## src/rtl/fifo_pwm_pkg.sv

```systemverilog
package fifo_pwm_pkg;
  // Word addresses of the register port
  localparam logic [2:0] ADR_CTRL = 3'd0;
  localparam logic [2:0] ADR_STAT = 3'd1;
  localparam logic [2:0] ADR_SMPL = 3'd3;
  localparam logic [2:0] ADR_PERD = 3'd4;

  // Control field positions
  localparam int PRESC_W  = 12;
  localparam int EN_BIT   = 0;
  localparam int RPT_LSB  = 1;
  localparam int SWR_BIT  = 3;
  localparam int PRESC_LSB = 4;
  localparam int MODE_LSB = 18;

  // Status flag field starts here (fe, rov, cmp, fwe upward)
  localparam int FLAG_LSB = 3;

  typedef enum logic [1:0] {
    OUT_NORMAL  = 2'd0,
    OUT_INVERT  = 2'd1,
    OUT_OFF     = 2'd2,
    OUT_OFF_ALT = 2'd3
  } out_mode_e;

  typedef struct packed {
    logic fwe;  // write to full queue
    logic cmp;  // compare hit
    logic rov;  // period wrap
    logic fe;   // queue emptied by a take
  } stat_flags_t;
endpackage

```

## src/rtl/fifo_pwm_prescaler.sv

```systemverilog
module fifo_pwm_prescaler #(
  parameter int W = 12
) (
  input  logic         clk,
  input  logic         rst_n,
  input  logic         run,
  input  logic [W-1:0] ratio_m1,
  output logic         tick
);
  logic [W-1:0] div_q, div_d;

  // >= keeps a lowered ratio from running the counter round its full range
  assign tick = run && (div_q >= ratio_m1);

  always_comb begin
    div_d = div_q;
    if (!run)      div_d = '0;
    else if (tick) div_d = '0;
    else           div_d = div_q + 1'b1;
  end

  always_ff @(posedge clk or negedge rst_n) begin
    if (!rst_n) div_q <= '0;
    else        div_q <= div_d;
  end
endmodule

```

## src/rtl/fifo_pwm_sample_fifo.sv

```systemverilog
module fifo_pwm_sample_fifo #(
  parameter int DATA_W = 16,
  parameter int DEPTH  = 4
) (
  input  logic                             clk,
  input  logic                             rst_n,
  input  logic                             flush,
  input  logic                             push,
  input  logic [DATA_W-1:0]                wdata,
  input  logic                             pop,
  output logic [DATA_W-1:0]                rdata,
  output logic [$clog2(DEPTH+1)-1:0]       count,
  output logic                             full,
  output logic                             empty
);
  localparam int PTR_W = (DEPTH > 1) ? $clog2(DEPTH) : 1;
  localparam int CNT_W = $clog2(DEPTH + 1);

  logic [DATA_W-1:0] slot_q [DEPTH];
  logic [PTR_W-1:0]  wp_q, wp_d, rp_q, rp_d;
  logic [CNT_W-1:0]  cnt_q, cnt_d;
  logic              push_ok, pop_ok;

  function automatic logic [PTR_W-1:0] ptr_inc(input logic [PTR_W-1:0] p);
    return (p == PTR_W'(DEPTH - 1)) ? '0 : p + 1'b1;
  endfunction

  assign full    = (cnt_q == CNT_W'(DEPTH));
  assign empty   = (cnt_q == '0);
  assign push_ok = push && !full;
  assign pop_ok  = pop && !empty;
  assign rdata   = slot_q[rp_q];
  assign count   = cnt_q;

  always_comb begin
    wp_d  = wp_q;
    rp_d  = rp_q;
    cnt_d = cnt_q;
    if (flush) begin
      wp_d  = '0;
      rp_d  = '0;
      cnt_d = '0;
    end else begin
      if (push_ok) wp_d = ptr_inc(wp_q);
      if (pop_ok)  rp_d = ptr_inc(rp_q);
      cnt_d = cnt_q + CNT_W'(push_ok) - CNT_W'(pop_ok);
    end
  end

  always_ff @(posedge clk or negedge rst_n) begin
    if (!rst_n) begin
      wp_q  <= '0;
      rp_q  <= '0;
      cnt_q <= '0;
    end else begin
      wp_q  <= wp_d;
      rp_q  <= rp_d;
      cnt_q <= cnt_d;
    end
  end

  // Storage carries no reset; a slot is only read after it was written
  always_ff @(posedge clk) begin
    for (int i = 0; i < DEPTH; i++) begin
      if (push_ok && !flush && (wp_q == PTR_W'(i))) slot_q[i] <= wdata;
    end
  end
endmodule

```

## src/rtl/fifo_pwm_engine.sv

```systemverilog
module fifo_pwm_engine #(
  parameter int DATA_W = 16
) (
  input  logic              clk,
  input  logic              rst_n,
  input  logic              flush,
  input  logic              enable,
  input  logic              tick,
  input  logic [DATA_W-1:0] period_val,
  input  logic [1:0]        rpt_sel,
  input  logic              fifo_empty,
  input  logic [DATA_W-1:0] fifo_data,
  output logic              run,
  output logic              pop,
  output logic              wrap,
  output logic              cmp_hit,
  output logic              below,
  output logic [DATA_W-1:0] active
);
  localparam logic [DATA_W-1:0] ALL1 = '1;

  logic              first_q, first_d;
  logic [DATA_W-1:0] cnt_q, cnt_d, act_q, act_d;
  logic [2:0]        rep_q, rep_d, reps_m1;
  logic [DATA_W-1:0] period_eff, last;
  logic              load, rep_done;

  assign period_eff = (period_val == ALL1) ? ALL1 - 1'b1 : period_val;
  assign last       = period_eff + 1'b1;

  always_comb begin
    case (rpt_sel)
      2'd0:    reps_m1 = 3'd0;
      2'd1:    reps_m1 = 3'd1;
      2'd2:    reps_m1 = 3'd3;
      default: reps_m1 = 3'd7;
    endcase
  end

  assign load     = enable && first_q;
  assign run      = enable && !first_q;
  assign wrap     = run && tick && (cnt_q >= last);
  assign rep_done = (rep_q >= reps_m1);
  assign pop      = !fifo_empty && (load || (wrap && rep_done));
  assign cmp_hit  = run && tick && (cnt_q == act_q);
  assign below    = (cnt_q < act_q);
  assign active   = act_q;

  always_comb begin
    first_d = flush || !enable;
    cnt_d   = cnt_q;
    rep_d   = rep_q;
    act_d   = act_q;
    if (flush || !enable || load) begin
      cnt_d = '0;
      rep_d = '0;
    end else if (run && tick) begin
      if (wrap) begin
        cnt_d = '0;
        rep_d = rep_done ? 3'd0 : rep_q + 3'd1;
      end else begin
        cnt_d = cnt_q + 1'b1;
      end
    end
    if (flush)    act_d = '0;
    else if (pop) act_d = fifo_data;
  end

  always_ff @(posedge clk or negedge rst_n) begin
    if (!rst_n) begin
      first_q <= 1'b1;
      cnt_q   <= '0;
      rep_q   <= '0;
      act_q   <= '0;
    end else begin
      first_q <= first_d;
      cnt_q   <= cnt_d;
      rep_q   <= rep_d;
      act_q   <= act_d;
    end
  end
endmodule

```

## src/rtl/fifo_pwm.sv

```systemverilog
module fifo_pwm
  import fifo_pwm_pkg::*;
#(
  parameter int DATA_W     = 16,
  parameter int FIFO_DEPTH = 4,
  parameter int SWR_CYCLES = 4
) (
  input  logic        clk,
  input  logic        rst_n,
  input  logic [2:0]  bus_addr,
  input  logic        bus_wr,
  input  logic [31:0] bus_wdata,
  output logic [31:0] bus_rdata,
  output logic        pwm_out
);
  localparam int CNT_W = $clog2(FIFO_DEPTH + 1);
  localparam int SWR_W = $clog2(SWR_CYCLES + 1);

  // Reset: asserted asynchronously, released on a clock edge
  logic [1:0] rsync_q;
  logic       rst_i;
  always_ff @(posedge clk or negedge rst_n) begin
    if (!rst_n) rsync_q <= 2'b00;
    else        rsync_q <= {rsync_q[0], 1'b1};
  end
  assign rst_i = rsync_q[1];

  // Register state
  logic               ctl_en_q, ctl_en_d;
  logic [1:0]         ctl_rpt_q, ctl_rpt_d;
  logic [PRESC_W-1:0] ctl_presc_q, ctl_presc_d;
  out_mode_e          ctl_mode_q, ctl_mode_d;
  logic [DATA_W-1:0]  per_q, per_d;
  stat_flags_t        flags_q, flags_d, flag_set, flag_clr;
  logic [SWR_W-1:0]   swr_cnt_q, swr_cnt_d;

  logic swr_busy, wr_ok, ctrl_wr, stat_wr, sample_wr, per_wr, swr_start;

  // Datapath links
  logic [DATA_W-1:0] fifo_data, active;
  logic [CNT_W-1:0]  fifo_count;
  logic              fifo_full, fifo_empty, fifo_pop;
  logic              tick, run, wrap, cmp_hit, below;
  logic              unused_wbits;

  assign unused_wbits = ^{bus_wdata[31:20], bus_wdata[17:16]};

  assign swr_busy  = (swr_cnt_q != '0);
  assign wr_ok     = bus_wr && !swr_busy;
  assign ctrl_wr   = wr_ok && (bus_addr == ADR_CTRL);
  assign stat_wr   = wr_ok && (bus_addr == ADR_STAT);
  assign sample_wr = wr_ok && (bus_addr == ADR_SMPL);
  assign per_wr    = wr_ok && (bus_addr == ADR_PERD);
  assign swr_start = ctrl_wr && bus_wdata[SWR_BIT];

  always_comb begin
    ctl_en_d    = ctl_en_q;
    ctl_rpt_d   = ctl_rpt_q;
    ctl_presc_d = ctl_presc_q;
    ctl_mode_d  = ctl_mode_q;
    per_d       = per_q;
    swr_cnt_d   = swr_cnt_q;
    if (swr_start) begin
      ctl_en_d    = 1'b0;
      ctl_rpt_d   = '0;
      ctl_presc_d = '0;
      ctl_mode_d  = OUT_NORMAL;
      per_d       = '0;
      swr_cnt_d   = SWR_W'(SWR_CYCLES);
    end else begin
      if (ctrl_wr) begin
        ctl_en_d    = bus_wdata[EN_BIT];
        ctl_rpt_d   = bus_wdata[RPT_LSB +: 2];
        ctl_presc_d = bus_wdata[PRESC_LSB +: PRESC_W];
        ctl_mode_d  = out_mode_e'(bus_wdata[MODE_LSB +: 2]);
      end
      if (per_wr)   per_d     = bus_wdata[DATA_W-1:0];
      if (swr_busy) swr_cnt_d = swr_cnt_q - 1'b1;
    end
  end

  // Flags: set wins over a clear in the same cycle, reset wins over both
  always_comb begin
    flag_set.fwe = sample_wr && fifo_full;
    flag_set.cmp = cmp_hit;
    flag_set.rov = wrap;
    flag_set.fe  = fifo_pop && (fifo_count == CNT_W'(1));
    flag_clr     = stat_wr ? stat_flags_t'(bus_wdata[FLAG_LSB +: 4]) : '0;
    if (swr_start) flags_d = '0;
    else           flags_d = (flags_q & ~flag_clr) | flag_set;
  end

  always_ff @(posedge clk or negedge rst_i) begin
    if (!rst_i) begin
      ctl_en_q    <= 1'b0;
      ctl_rpt_q   <= '0;
      ctl_presc_q <= '0;
      ctl_mode_q  <= OUT_NORMAL;
      per_q       <= '0;
      flags_q     <= '0;
      swr_cnt_q   <= '0;
    end else begin
      ctl_en_q    <= ctl_en_d;
      ctl_rpt_q   <= ctl_rpt_d;
      ctl_presc_q <= ctl_presc_d;
      ctl_mode_q  <= ctl_mode_d;
      per_q       <= per_d;
      flags_q     <= flags_d;
      swr_cnt_q   <= swr_cnt_d;
    end
  end

  fifo_pwm_sample_fifo #(.DATA_W(DATA_W), .DEPTH(FIFO_DEPTH)) u_fifo (
    .clk   (clk),
    .rst_n (rst_i),
    .flush (swr_start),
    .push  (sample_wr),
    .wdata (bus_wdata[DATA_W-1:0]),
    .pop   (fifo_pop),
    .rdata (fifo_data),
    .count (fifo_count),
    .full  (fifo_full),
    .empty (fifo_empty)
  );

  fifo_pwm_prescaler #(.W(PRESC_W)) u_presc (
    .clk      (clk),
    .rst_n    (rst_i),
    .run      (run),
    .ratio_m1 (ctl_presc_q),
    .tick     (tick)
  );

  fifo_pwm_engine #(.DATA_W(DATA_W)) u_engine (
    .clk        (clk),
    .rst_n      (rst_i),
    .flush      (swr_start),
    .enable     (ctl_en_q),
    .tick       (tick),
    .period_val (per_q),
    .rpt_sel    (ctl_rpt_q),
    .fifo_empty (fifo_empty),
    .fifo_data  (fifo_data),
    .run        (run),
    .pop        (fifo_pop),
    .wrap       (wrap),
    .cmp_hit    (cmp_hit),
    .below      (below),
    .active     (active)
  );

  // Output stage: low whenever not running, whatever the mode
  always_comb begin
    case (ctl_mode_q)
      OUT_NORMAL: pwm_out = run && below;
      OUT_INVERT: pwm_out = run && !below;
      default:    pwm_out = 1'b0;
    endcase
  end

  always_comb begin
    case (bus_addr)
      ADR_CTRL: bus_rdata = {12'b0, ctl_mode_q, 2'b0, ctl_presc_q, swr_busy, ctl_rpt_q, ctl_en_q};
      ADR_STAT: bus_rdata = {25'b0, flags_q, 3'(fifo_count)};
      ADR_SMPL: bus_rdata = ctl_en_q ? 32'(active) : 32'd0;
      ADR_PERD: bus_rdata = 32'(per_q);
      default:  bus_rdata = 32'd0;
    endcase
  end
endmodule

```

## config.mk

```make
export PLATFORM = sky130hd
export DESIGN_NAME = fifo_pwm
export DESIGN_NICKNAME = d
export VERILOG_FILES = /design/src/rtl/fifo_pwm_pkg.sv /design/src/rtl/fifo_pwm_prescaler.sv /design/src/rtl/fifo_pwm_sample_fifo.sv /design/src/rtl/fifo_pwm_engine.sv /design/src/rtl/fifo_pwm.sv
export SDC_FILE = /design/constraint.sdc
export NUM_CORES = 1
export LEC_CHECK = 0
export BUFFER_PORTS_ARGS = -buffer_cell sky130_fd_sc_hd__buf_2
export CAP_MARGIN = 0
export CORE_ASPECT_RATIO = 1.5
export CORE_MARGIN = 8
export CORE_UTILIZATION = 60
export DETAILED_ROUTE_END_ITERATION = 7
export PLACE_DENSITY = 0.8
export SYNTH_ARGS = -nofsm -noshare
export SYNTH_HDL_FRONTEND = slang
export SYNTH_SLANG_ARGS = --single-unit
```

## constraint.sdc

```tcl
create_clock -name clk -period 3.2 [get_ports clk]
set_input_delay 0.48 -clock clk [delete_from_list [all_inputs] [get_ports clk]]
set_output_delay 0.48 -clock clk [all_outputs]
set_load 0.02 [all_outputs]
```

## Word-level counts from Yosys, hierarchy flattened

Memories as Yosys holds them, arrays and structs flattened.
Cells that the tools add are included.

- Flip-flop bits (word level): 97
- Bits in latches: 0
- RAM bits: 64
- Bits in read-only memories: 0
- Output and inout bits: 33
- Word-level logic and storage cells: 157
- Memories: 1

- Add/subtract/negate cells: 9
- Multiply operators: 0
- Divide/modulo/power cells: 0
- Magnitude comparators: 4
- Eq/ne operators: 14
- Shift-type cells: 0
- Muxes and demuxes: 54
- Bitwise operators: 3
- Reductions and logical operators: 53

Memory list:

| name | depth | bits a word | rd ports | clocked after memory_dff | write ports | RTL line | source |
|---|---|---|---|---|---|---|---|
| u_fifo.slot_q | 4 | 16 | 1 | 0 | 1 | fifo_pwm_sample_fifo.sv:19 | `logic [DATA_W-1:0] slot_q [DEPTH];` |

Operators by type and width:

| kind | number |
|---|---|
| 2-to-1 mux 16 bit | 12 |
| one-hot mux 20 bit (4 select lines) | 1 |
| 2-to-1 mux 12 bit | 4 |
| OR reduction 16 bit | 3 |
| adder 16 x 1 -> 16 bit (second input constant) | 2 |
| 2-to-1 mux 2 bit | 13 |
| logical AND 1 bit | 25 |
| 2-to-1 mux 3 bit | 7 |
| == test 16 bit | 1 |
| == test 16 bit (second input constant) | 1 |
| greater-or-equal comparator 16 bit | 1 |
| < comparator 16 bit | 1 |
| nonzero test 2 bit | 8 |
| 2-to-1 mux 1 bit | 13 |
| adder 12 x 1 -> 12 bit (second input constant) | 1 |
| greater-or-equal comparator 12 bit | 1 |
| one-hot mux 3 bit (3 select lines) | 1 |
| == test 2 bit (second input constant) | 4 |
| 2-to-1 mux 4 bit | 2 |
| logical NOT 1 bit | 7 |
| == test 2 x 1 -> 1 bit (second input constant) | 3 |
| == test 3 x 1 -> 1 bit (second input constant) | 2 |
| == test 3 bit (second input constant) | 2 |
| logical NOT 2 bit | 3 |
| other kinds (15) | 19 |

## Logic depth before layout (Yosys ltp)

Gate-level depths: netlist of the first run.

- Word-level depth: 14
- Mapped depth: 26
- Gate-level depth less buffers: 23

## Hierarchy

Synthesis of the first run repeated with hierarchy kept, for this count alone.

- Cell total of the unflattened synthesis: 811
- Area, all modules: 9127.5 um^2

Modules (own cells, without submodules):

| module | times used | cells each | area each (um^2) |
|---|---|---|---|
| fifo_pwm_engine | 1 | 325 | 2904.0 |
| fifo_pwm_sample_fifo | 1 | 131 | 2785.2 |
| fifo_pwm | 1 | 253 | 2506.2 |
| fifo_pwm_prescaler | 1 | 102 | 932.1 |

## Least setup slack after synthesis of the first run

Ideal clock, no wire load.

- Path kind: reg-to-reg
- Start point: reg per_q[7]
- End point: reg u_fifo.cnt_q[2] (netlist: u_fifo.count[2])
- Arrival time: 4.378 ns
- Required time: 3.068 ns
- Setup slack: -1.309 ns
- Stages on the path, launching flop included: 27
- Path buffers: 3
- Clock period less this slack: 4.509 ns
- Cell sequence: dfrtp_1 clkbuf_1 nand4_1 nor2_1 nand4_1 o21a_1 ha_1 and3_1 nand3_1 xor2_1 ha_1 nand2_1 nor4_1 o2111ai_1 a31oi_1 o211ai_1 buf_4 buf_6 inv_2 ha_1 inv_1 ha_1 inv_1 fa_1 xor2_1 xnor2_1 nor2_1

- Longest elaborated chain between the ends: 11

RTL lines:

| what | RTL line | source |
|---|---|---|
| start: declaration | fifo_pwm.sv:33 | `logic [DATA_W-1:0] per_q, per_d;` |
| start signal: assignment | fifo_pwm.sv:107 | `per_q <= per_d;` |
| == test 16 bit | fifo_pwm_engine.sv:28 | `assign period_eff = (period_val == ALL1) ? ALL1 - 1'b1 : period_val;` |
| 2-to-1 mux 16 bit * | fifo_pwm_engine.sv:28 |  |
| adder 16 x 1 -> 16 bit * | fifo_pwm_engine.sv:29 | `assign last = period_eff + 1'b1;` |
| greater-or-equal comparator 16 bit * | fifo_pwm_engine.sv:42 | `assign wrap = run && tick && (cnt_q >= last);` |
| logical AND 1 bit * | fifo_pwm_engine.sv:42 |  |
| logical AND 1 bit * | fifo_pwm_engine.sv:44 | `assign pop = !fifo_empty && (load \|\| (wrap && rep_done));` |
| logical OR 1 bit * | fifo_pwm_engine.sv:44 |  |
| logical AND 1 bit * | fifo_pwm_engine.sv:44 |  |
| logical AND 1 bit * | fifo_pwm_sample_fifo.sv:31 | `assign pop_ok = pop && !empty;` |
| subtractor 3 x 1 -> 3 bit * | fifo_pwm_sample_fifo.sv:46 | `cnt_d = cnt_q + CNT_W'(push_ok) - CNT_W'(pop_ok);` |
| 2-to-1 mux 3 bit * | fifo_pwm_sample_fifo.sv:39 | `if (flush) begin` |
| net u_fifo.cnt_d[2] | fifo_pwm_sample_fifo.sv:21 | `logic [CNT_W-1:0] cnt_q, cnt_d;` |
| end signal: assignment | fifo_pwm_sample_fifo.sv:58 | `cnt_q <= cnt_d;` |
| end: declaration | fifo_pwm_sample_fifo.sv:21 |  |

The timed path passes the listed nets; every way through them passes the cells marked *.
A chain may end at the register's enable or synchronous reset.

## Worst setup path after layout of the first run

- Start point: reg per_q[3]
- End point: reg u_fifo.cnt_q[2] (netlist: u_fifo.count[2])

The elaborated chain is that of the path after synthesis.

==> results by group, run 1 <==
Floorplan
  – Row count: 54
  – Die span in y: roughly 160 um
  – Core Region: 14400 um2
  – Starting density of the core: 60.7%
  – IO Count: 71
  – Die Area: approximately 19000 um2
  – Die W: 115 um

Drt
  – Drt drc: 0
  – Post-DR wirelength/cell: 20.0 um
  – Pre-antenna DRT Iters: 5
  – Total wire length: about 23 mm
  – Post-DRT Antenna Nets: 0
  – Vias per inst: 5.97
  – DR iter-0 viols: 623
  – DR vias: between 6000 and 7000

CTS
  – TritonCTS Buffers: 17
  – Clk_lat worst skew: 0.43 ns
  – H-tree Lvls: 4
  – Worst-path clk slew: about 0.07 ns
  – Sink Count: 161
  – Max Buffers Root-to-Sink: 2
  – CTS tree: yes
  – CTS Root Cell: clkbuf_16

Setup path
  – Critical Path RT: 3.51 ns
  – Startpoint types: flop
  – Crit path max fanout: 4
  – Critical Path AT: roughly 4.5 ns
  – Crit path kind: reg2reg
  – Crit end category: flop

Logic synthesis
  – EDFF count, synth: between 60 and 70
  – Post-Syn Instances: around 830
  – Most numerous cell in the Yosys netlist: nand2_1
  – Netlist cell types: 56
  – Sequential share of the synthesized area: between 40% and 50%
  – Synthesis-stage register bit count: 161
  – Post-synth top flop: dfrtp_1
  – Post-synth top area share: a little over a quarter
  – Largest area contributor in the netlist: dfrtp_1
  – Synth async-reset ratio: 60.2%
  – Post-synth top cells: nand2_1 (134), dfrtp_1 (96), edfxtp_1 (64)
  – Syn avg cell area: 10.5 um2
  – Synth Cell Area: 8740 um2
  – Yosys warnings: 0
  – Synth area leaders: dfrtp_1 (27%), edfxtp_1 (22%), ha_1 (8.6%), nand2_1 (5.8%), mux4_2 (4.1%)

Pwr
  – Leak: around 4.7 nW
  – Pwr per Cell Area: 704 nW/um2
  – Final Power: 7.37 mW
  – Maximum VDD drop: 0.000462 V

STA
  – # setup viols final: 41
  – Final Hold Fails: 0
  – Fin. max-slew vios: 0
  – RSZ-0062 raised after global routing: true
  – Worst setup margin: -0.931 ns
  – Max Clk Rate: between 200 and 250 MHz
  – Period utilization: 129%
  – Crit path time final: 4.13 ns
  – Max_slew headroom: 27.3%
  – Worst-Margin Slew: 1.09 ns
  – Worst clock skew: 0.0132 ns

Global routing
  – Pin count of the biggest net entering global routing: 84
  – Total congestion overflow: 0
  – GRT Total Usage: roughly 25%
  – Vias in the first global route: 7076
  – First-pass GRT wire length: 35.6 mm
  – Initial antenna violation count: 0

Outcome
  – Status: complete, but fails checks
  – Failing checks: negative setup slack

Placement
  – Buffers on Ports: 42
  – Post-place setup slack: -0.973 ns
  – Routability cong.: 0.892
  – Hpwl dp: between 15 and 20 mm
  – Post-DP Area: 9550 um2

Finish
  – Design area: 10500 um2
  – P&R area growth vs syn: 19.8%
  – Nets: between 1000 and 1500
  – Fill count: about 950
  – Layout cell share with drive strength beyond 1: about a quarter
  – Ant. Diodes: 0

Hold path
  – Hold Crit Class: in2reg

Job
  – Max cap viols: 0
[cell families after synthesis]
logic type / share of synthesized area (%)
AOI/OAI and AO/OA: 10.2
and+or+nand+nor: 14.7
xor gates and xnor gates: 3.91
adders and majority gates: 8.82
other: 0.0859
muxes: 6.99
DFF: 49.8
buffers and inverters: 5.44
[worst max-delay path, cell delays in order, from the launching register on]
cell,delay (ns)
dfrtp_1,0.39
and3_4,0.17
and2_4,0.16
nand3_2,0.07
o21a_1,0.14
ha_2,0.18
and3_4,0.23
nand3_4,0.08
xor2_2,0.14
ha_1,0.28
nand2_2,0.08
nor4_4,0.32
o2111ai_2,0.19
a31oi_2,0.22
o211ai_1,0.20
inv_4,0.09
ha_4,0.19
inv_2,0.06
ha_4,0.11
inv_2,0.03
fa_2,0.32
xor2_1,0.17
xnor2_1,0.14
nor2_1,0.05
[repair_timing]
action | in CTS | in global routing
setup buffers | 1 | 8
cloned | 0 | 1
endpoints found under the hold margin | 2 | 0
setup endpoints to repair | 40 | 43
resized for setup | 7 | 50
pin swaps | 8 | 22
hold buffers | 1 | 0
[where the power goes]
group,internal [mW],switching (mW),leakage (nW)
Combinational,1.16,1.35,2.50
Clock,1.07,0.968,0.294
Sequential,2.45,0.374,1.87
[per-stage QoR]
stage / util [%] / setup TNS [ns] / hold slack [ns] / cells
global route: 72.8 / -20.01 / 0.309 / 1141
finish: 72.8 / -12.62 / 0.290 / 1141
CTS: 70.9 / -10.46 / 0.284 / 1132
detailed placement: 66.4 / -10.00 / 0.268 / 1098
floorplan: - / -3.00 / 0.184 / 847
global placement: 66.4 / -6.98 / 0.265 / 1098
[layout make-up]
type,count,area [um2],share of cell area (%)
clock buffers,18,439,4.19
clock inverters,14,158,1.51
inverters,58,220,2.10
multi-input cells,577,4230,40.4
flip-flops and latches,161,4360,41.6
well taps,196,245,2.34
repair buffers,117,823,7.86
[per-layer routing]
metal	share of wire [%]	vias to the layer above	global-route usage (%)
li1	-	3097	-
met1	38	3343	27.8
met2	52	287	43.2
met3	4.8	88	3.97
met4	5.0	0	15.4
met5	0	-	0
[state kept, by name, summed over array words and instances, names as in the netlist, 4 cells and up]
register         count
u_engine.cnt_q      16
per_q               16
flags_q              4
ctl_presc_q         12
u_presc.div_q       12
u_engine.active     16
u_fifo.slot_q       64
[worst paths after layout]
path / startpoint / endpoint / slack, ns / cells past startpoint
min: bus_wdata[18] / ctl_mode_q[0] / 0.29 / 3
min reg2reg: rsync_q[0] / rsync_q[1] / 0.35 / 0
max in group asynchronous: rsync_q[1] / flags_q[3] / 1.83 / 1
max reg2reg: per_q[3] / u_fifo.count[2] / -0.93 / 23
min in group asynchronous: rst_n / rsync_q[1] / 0.38 / 2
max: per_q[3] / u_fifo.count[2] / -0.93 / 23
[cells in the final DEF, fill, tap and decap left out, types with 4 or more instances in the layout]
master,instances
nand3_1,20
xor2_1,30
o21ai_1,4
o2111ai_1,4
nand2_1,130
edfxtp_1,64
buf_4,69
buf_6,4
mux4_2,16
a222oi_1,9
nor3b_1,4
nor2_4,10
o31ai_1,7
nand2b_1,6
inv_8,5
a21oi_1,42
inv_1,55
ha_1,57
nor2_1,40
xnor2_1,8
o21ai_0,39
nand4_1,10
or3_1,7
nor2b_1,6
o211ai_1,7
buf_2,41
nand2_2,4
clkbuf_16,18
conb_1,15
and3_1,9
dfrtp_1,94
o21a_1,6
mux2i_1,25
a21oi_2,4
and2_1,8
No activity file was read; power rests on OpenSTA's default activity.
==> run 2, diff against run 1 <==
Settings changed: CTS_CLUSTER_SIZE from default to 8, GPL_TIMING_DRIVEN from default to 0, SETUP_SLACK_MARGIN from default to 0.02.
==> run 2 against run 1 <==
  * The flow still finishes with violations (negative setup slack)
  * Non-clock buffer count decreased by 2
  * Count of clock-buffer cells in the layout decreased by 1
  * Critical endpoint unchanged
  * Flip-flop and latch count unchanged
  * Global-route usage increased by 1.0 points
==> results by group, run 2 (same netlist as run 1, synthesis figures left out) <==
Pwr
  – Maximum VDD drop: 0.000453 V (-2.0%)
  – Leak: 4.55 nW (-2.4%)
  – Pwr per Cell Area: 717 nW/um2 (+1.9%)
  – Final Power: 7.43 mW (+0.80%)

Floorplan
  – Core Region: 14400 um2 (unchanged)
  – Die Area: 18800 um2 (unchanged)
  – Die span in y: 164 um (unchanged)
  – Row count: 54 (unchanged)
  – IO Count: 71 (unchanged)
  – Starting density of the core: 60.7% (unchanged)
  – Die W: 115 um (unchanged)

Global routing
  – Total congestion overflow: 0 (unchanged)
  – Initial antenna violation count: 0 (unchanged)
  – GRT Total Usage: 25.8% (+1.0 points)
  – First-pass GRT wire length: 36.9 mm (+3.8%)
  – Vias in the first global route: 7208 (+1.9%)
  – Pin count of the biggest net entering global routing: 57 (-32%)

CTS
  – H-tree Lvls: 4 (unchanged)
  – CTS tree: yes
  – Max Buffers Root-to-Sink: 2 (unchanged)
  – Worst-path clk slew: 0.08 ns (about the same)
  – TritonCTS Buffers: 17 (unchanged)
  – CTS Root Cell: clkbuf_16
  – Sink Count: 161 (unchanged)
  – Clk_lat worst skew: 0.43 ns (about the same)

Placement
  – Routability cong.: 0.960 (+7.6%)
  – Placed instance count: 1086 (-1.1%)
  – Buffers on Ports: 42 (unchanged)
  – Post-place setup slack: -1.71 ns (-0.739 ns)
  – Hpwl dp: 16.3 mm (+2.5%)

Finish
  – Post-layout util: 72.0% (-0.78 points)
  – P&R area growth vs syn: 18.5%
  – Biggest register: u_fifo.slot_q
  – Finished Layout Cells: 1139 (-0.18%)
  – Max reg flops: 64 (unchanged)
  – Register area: 4360 um2 (+0.11%)
  – Layout cell share with drive strength beyond 1: 18.9% (-4.7 points)
  – Fill count: 979 (+3.3%)
  – Area of the multi-input gates: 4150 um2 (-2.0%)
  – Commonest cells after routing, fill and taps aside: nand2_1 (129), dfrtp_1 (90), edfxtp_1 (64), ha_1 (57), inv_1 (55)
  – Ant. Diodes: 0 (unchanged)
  – Nets: 1029 (-0.19%)
  – Commonest non-fill, non-tap cell in the layout: nand2_1

STA
  – Max_slew headroom: 33.6% (+6.3 points)
  – Max Clk Rate: 218 MHz (-9.9%)
  – Worst clock skew: 0.0113 ns (-0.00185 ns)
  – Worst Hold Slack: 0.299 ns (+0.00875 ns)
  – Worst-Margin Slew: 0.989 ns (-0.101 ns)
  – RSZ-0062 raised after global routing: true
  – # setup viols final: 42 (+2.4%)
  – Worst setup margin: -1.38 ns (-0.453 ns)
  – Crit path time final: 4.58 ns (+0.453 ns)
  – Final Hold Fails: 0 (unchanged)
  – Period utilization: 143% (+14 points)
  – Fin. max-slew vios: 0 (unchanged)

Setup path
  – Crit path max fanout: 5 (+1)
  – Crit path kind: reg2reg
  – Crit end category: flop
  – Critical Path AT: 4.88 ns (+0.43 ns)
  – Critical Path RT: 3.50 ns (about the same)
  – Startpoint types: flop
  – Crit-path slowest cell: dfrtp_2
  – Max incr delay on CP: 0.41 ns (+0.02 ns)

Drt
  – DR vias: 6829 (+0.21%)
  – DR iter-0 viols: 488 (-22%)
  – Vias per inst: 6.00 (+0.38%)
  – Total wire length: 23.6 mm (+3.6%)
  – Post-DR wirelength/cell: 20.8 um (+3.8%)
  – Pre-antenna DRT Iters: 6 (+1)
  – Drt drc: 0 (unchanged)
  – Post-DRT Antenna Nets: 0 (unchanged)

Job
  – Max cap viols: 0 (unchanged)

Outcome
  – Failing checks: negative setup slack
  – Status: complete, but fails checks

Hold path
  – Hold Crit Class: in2reg
[run 2: stage by stage]
step	TNS (ns)	cell area, um2
3_5_place_dp	-34.28	9380
2_1_floorplan	-3.00	8890
4_1_cts	-16.00	10300
6_report	-20.17	10400
3_3_place_gp	-112.39	9350
5_1_grt	-29.04	10400
[run 2: repair_timing]
item,CTS,global route
setup buffers,11,10
pin swaps,18,14
endpoints found under the hold margin,2,0
hold buffers,1,0
gates resized for setup,26,15
setup endpoints to repair,43,44
cloned,1,1
[run 2: routing by layer]
layer	wire length (um)	track usage (%)
met5	0	0
met4	1400	18.6
met3	1110	4.97
met2	12400	45.2
met1	8730	27.2
[run 2: critical path, delay by kind of cell, from the launching register on]
kind            cells  cell delay, ns
xor+xnor            3            0.43
flops               1            0.41
fa+ha+maj           5            1.11
simple gates        8            1.27
compound gates      4            0.86
buf+inv             5            0.40
[run 2: layout make-up]
cell class / instances / share of cell area, %
well taps: 196 / 2.37
repair buffers: 66 / 4.40
plain buffers: 49 / 2.69
clock inverters: 15 / 2.05
inverters: 58 / 2.25
multi-input cells: 577 / 40.0
clock buffers: 17 / 4.11
flip-flops and latches: 161 / 42.1
[run 2: worst paths after layout]
kind / from / endpoint / slack [ns] / cells after the start
setup / recovery: per_q[8] / u_fifo.count[2] / -1.38 / 25
hold / removal: bus_wdata[18] / ctl_mode_q[0] / 0.30 / 3
setup reg to reg: per_q[8] / u_fifo.count[2] / -1.38 / 25
hold reg to reg: rsync_q[1] / ctl_presc_q[3] / 0.33 / 0
max in group asynchronous: rsync_q[1] / u_engine.first_q / 2.15 / 1
min in group asynchronous: rsync_q[1] / ctl_presc_q[3] / 0.33 / 0
[run 2: where the power goes]
| group | switching, mW | internal [mW] | leakage [nW] | total, mW |
|---|---|---|---|---|
| registers | 0.395 | 2.46 | 1.86 | 2.85 |
| clock network | 1.00 | 1.15 | 0.308 | 2.15 |
| logic | 1.38 | 1.05 | 2.38 | 2.43 |
==> run 3, diff against run 2 <==
Settings changed: ABC_AREA from default to 1.
==> run 3 against run 2 <==
  * Flip-flop and latch count unchanged
  * Critical path type unchanged
  * The run still ends with negative setup slack left
  * Synthesized cell count up 19%
  * Final cell count up 16%
  * Cell area up 3.1%
==> results by group, run 3 <==
Outcome
  – Status: complete, but fails checks
  – Failing checks: negative setup slack

Logic synthesis
  – Mux contribution to synthesized area: 0% (-7.0 points)
  – Post-Syn Instances: 992 (+19%)
  – Largest area contributor in the netlist: dfrtp_1
  – Largest family of logic cells by synthesized area: simple AND/OR/NAND/NOR gates
  – Sequential share of the synthesized area: 49.3% (-0.47 points)
  – Post-Synth Simple-Gate Area: 21.2% (+6.5 points)
  – EDFF count, synth: 64 (unchanged)
  – Synth async-reset ratio: 60.2% (unchanged)
  – Most numerous cell in the Yosys netlist: nand2_1
  – Post-synth top flop: dfrtp_1
  – Synthesis-stage register bit count: 161 (unchanged)
  – Syn avg cell area: 8.90 um2 (-15%)
  – Post-Synth Adder-Cell Area: 8.73% (-0.084 points)
  – XOR/XNOR Fraction of Synth Area: 2.68% (-1.2 points)
  – Netlist cell types: 43 (-23%)
  – Synth area leaders: dfrtp_1 (27%), edfxtp_1 (22%), ha_1 (8.5%), nand2_1 (8.2%), inv_1 (5.0%)
  – Synth Cell Area: 8820 um2 (+0.96%)
  – Post-synth top area share: 27.2% (-0.26 points)
  – Yosys warnings: 0 (unchanged)
  – Post-synth top cells: nand2_1 (193), inv_1 (118), dfrtp_1 (96)
  – Compound-Gate Fraction of Synth Area: 9.88% (-0.37 points)

Drt
  – DR vias: 7778 (+14%)
  – Vias per inst: 5.87 (-2.0%)
  – Pre-antenna DRT Iters: 8 (+2)
  – Total wire length: 25.3 mm (+6.8%)
  – DR iter-0 viols: 657 (+35%)
  – Post-DRT Antenna Nets: 0 (unchanged)
  – Post-DR wirelength/cell: 19.1 um (-8.1%)
  – Drt drc: 0 (unchanged)

Setup path
  – Most frequent CP cell: nand2_2
  – Startpoint types: flop
  – Crit path kind: reg2reg
  – WP depth: 30 (+20%)
  – Worst R2R Start: per_q[14]
  – Max incr delay on CP: 0.51 ns (+0.10 ns)
  – Critical path's top delay family: simple AND/OR/NAND/NOR gates
  – Critical Path AT: 4.37 ns (-0.51 ns)
  – Crit end category: flop
  – Reg2Reg Depth: 30 (+20%)
  – Crit path max fanout: 3 (-2)
  – R2r setup slk: -0.86 ns (+0.52 ns)
  – Crit-path slowest cell: fa_2
  – Critical Path RT: 3.51 ns (about the same)
  – FF-to-FF End: u_fifo.count[1]
  – Number of buffer and inverter instances along the worst setup path: 7 (+2)

STA
  – Worst setup margin: -0.859 ns (+0.525 ns)
  – Fin. max-slew vios: 0 (unchanged)
  – Worst-Margin Slew: 0.918 ns (-0.0710 ns)
  – Post-Route Setup TNS: -7.92 ns (+12.25 ns)
  – Worst clock skew: 0.0154 ns (+0.00406 ns)
  – # setup viols final: 42 (unchanged)
  – Final Hold Fails: 0 (unchanged)
  – Period utilization: 127% (-16 points)
  – Crit path time final: 4.06 ns (-0.525 ns)
  – Max_slew headroom: 38.7% (+5.1 points)
  – RSZ-0062 raised after global routing: true
  – Max Clk Rate: 246 MHz (+13%)

CTS
  – CTS tree: yes
  – Sink Count: 161 (unchanged)
  – CTS Root Cell: clkbuf_16
  – Clk_lat worst skew: 0.44 ns (about the same)
  – Worst-path clk slew: 0.08 ns (about the same)
  – Max Buffers Root-to-Sink: 2 (unchanged)
  – TritonCTS Buffers: 17 (unchanged)
  – H-tree Lvls: 4 (unchanged)

Pwr
  – Final Power: 8.32 mW (+12%)
  – Maximum VDD drop: 0.000463 V (+2.1%)
  – Leak: 4.83 nW (+6.1%)
  – Pwr per Cell Area: 779 nW/um2 (+8.6%)

Hold path
  – Hold Path Cell Cnt: 1 (-2)
  – Hold path startpoint: bus_wdata[13]
  – Worst Hold End: u_fifo.slot_q[3][13]
  – Hold Crit Class: in2reg

Floorplan
  – Row count: 54 (unchanged)
  – IO Count: 71 (unchanged)
  – Core Region: 14500 um2 (+0.47%)
  – Die Area: 18900 um2 (+0.84%)
  – Starting density of the core: 61.0% (+0.30 points)
  – Die W: 115 um (+0.41%)
  – Die span in y: 165 um (+0.43%)

Finish
  – P&R area growth vs syn: 21.0%
  – Nets: 1214 (+18%)
  – Commonest cells after routing, fill and taps aside: nand2_1 (178), inv_1 (109), dfrtp_1 (92), nor2_1 (74), o21ai_0 (73)
  – Ant. Diodes: 0 (unchanged)
  – Biggest register: u_fifo.slot_q
  – Commonest non-fill, non-tap cell in the layout: nand2_1
  – Post-layout util: 73.8% (+1.9 points)
  – Layout cell share with drive strength beyond 1: 20.8% (+2.0 points)
  – Max reg flops: 64 (unchanged)
  – Design area: 10700 um2 (+3.1%)

Global routing
  – First-pass GRT wire length: 38.2 mm (+3.3%)
  – Initial antenna violation count: 0 (unchanged)
  – Vias in the first global route: 7603 (+5.5%)
  – GRT Total Usage: 26.4% (+0.59 points)
  – Total congestion overflow: 0 (unchanged)
  – Pin count of the biggest net entering global routing: 60 (+5.3%)

Job
  – Max cap viols: 0 (unchanged)

Placement
  – Post-DP Area: 9440 um2 (+0.60%)
  – Hpwl dp: 16.8 mm (+3.5%)
  – Buffers on Ports: 42 (unchanged)
  – Routability cong.: 0.900 (-6.2%)
-- run 3: cell types whose count changed in the layout (fill, tap and decap cells not counted), moves of 16 or more --
cell,before,now
inv_1,55,109
nand2_1,129,178
nand3_1,20,51
o21ai_0,42,73
mux2i_1,25,0
nand4_1,10,32
nor2_1,52,74
buf_4,34,54
a21oi_1,45,27
nor3_1,3,20
mux4_2,16,0
o22ai_1,0,16
-- run 3: how the worst max path moves through the flow --
stage	start	endpoint	slack, ns
global route	per_q[14]	u_fifo.count[2]	-1.03
floorplan	per_q[7]	u_fifo.count[1]	-0.70
detailed placement	per_q[14]	u_fifo.count[2]	-1.27
global placement	per_q[14]	u_fifo.count[1]	-1.21
CTS	per_q[7]	u_fifo.count[1]	-0.73
finish	per_q[14]	u_fifo.count[1]	-0.86
-- run 3: cells by family (layout without fill, tap and decap cells) --
family	count (synthesis)	after routing
AO/OA/AOI/OAI	154	154
AND/OR/NAND/NOR	420	422
XOR/XNOR	27	27
other	2	15
flip-flops	161	161
buffers and inverters	167	288
adder cells (fa/ha/maj)	61	61
-- run 3: repair_timing --
action / CTS / global route
pin swaps: 25 / 28
resized for setup: 36 / 48
hold buffers: 1 / 0
endpoints found under the hold margin: 2 / 0
setup buffers: 33 / 13
cloned: 2 / 1
endpoints found under the setup margin: 42 / 42
-- run 3: power breakdown --
group / total [mW] / internal (mW) / switching (mW) / leakage (nW)
Sequential: 2.94 / 2.56 / 0.385 / 1.81
Combinational: 3.37 / 1.25 / 2.12 / 2.72
Clock: 2.00 / 1.04 / 0.959 / 0.290
Total: 8.32 / 4.85 / 3.47 / 4.83
-- run 3: routing by layer --
layer / up-vias / wire length, um / track usage [%] / part of all wire [%]
met5: - / 0 / 0 / 0
met4: 0 / 1930 / 18.9 / 7.6
met3: 144 / 1750 / 5.20 / 6.9
met2: 438 / 12900 / 46.3 / 51
met1: 3624 / 8660 / 27.7 / 34
li1: 3572 / - / - / -
-- run 3: cell type report --
| class | instances | area, um2 |
|---|---|---|
| Buffer | 45 | 248 |
| Clock buffer | 17 | 425 |
| Clock inverter | 15 | 154 |
| Fill cell | 1018 | 3780 |
| Inverter | 121 | 462 |
| Multi-Input combinational cell | 679 | 4160 |
| Sequential cell | 161 | 4360 |
| Tap cell | 196 | 245 |
| Timing Repair Buffer | 90 | 623 |
-- run 3: through the flow --
step	hold WS (ns)	std cells	worst slack, ns
global route	0.295	1324	-1.03
detailed placement	0.270	1245	-1.27
floorplan	0.184	1005	-0.702
CTS	0.280	1311	-0.726
finish	0.282	1324	-0.859
global placement	0.265	1243	-1.21
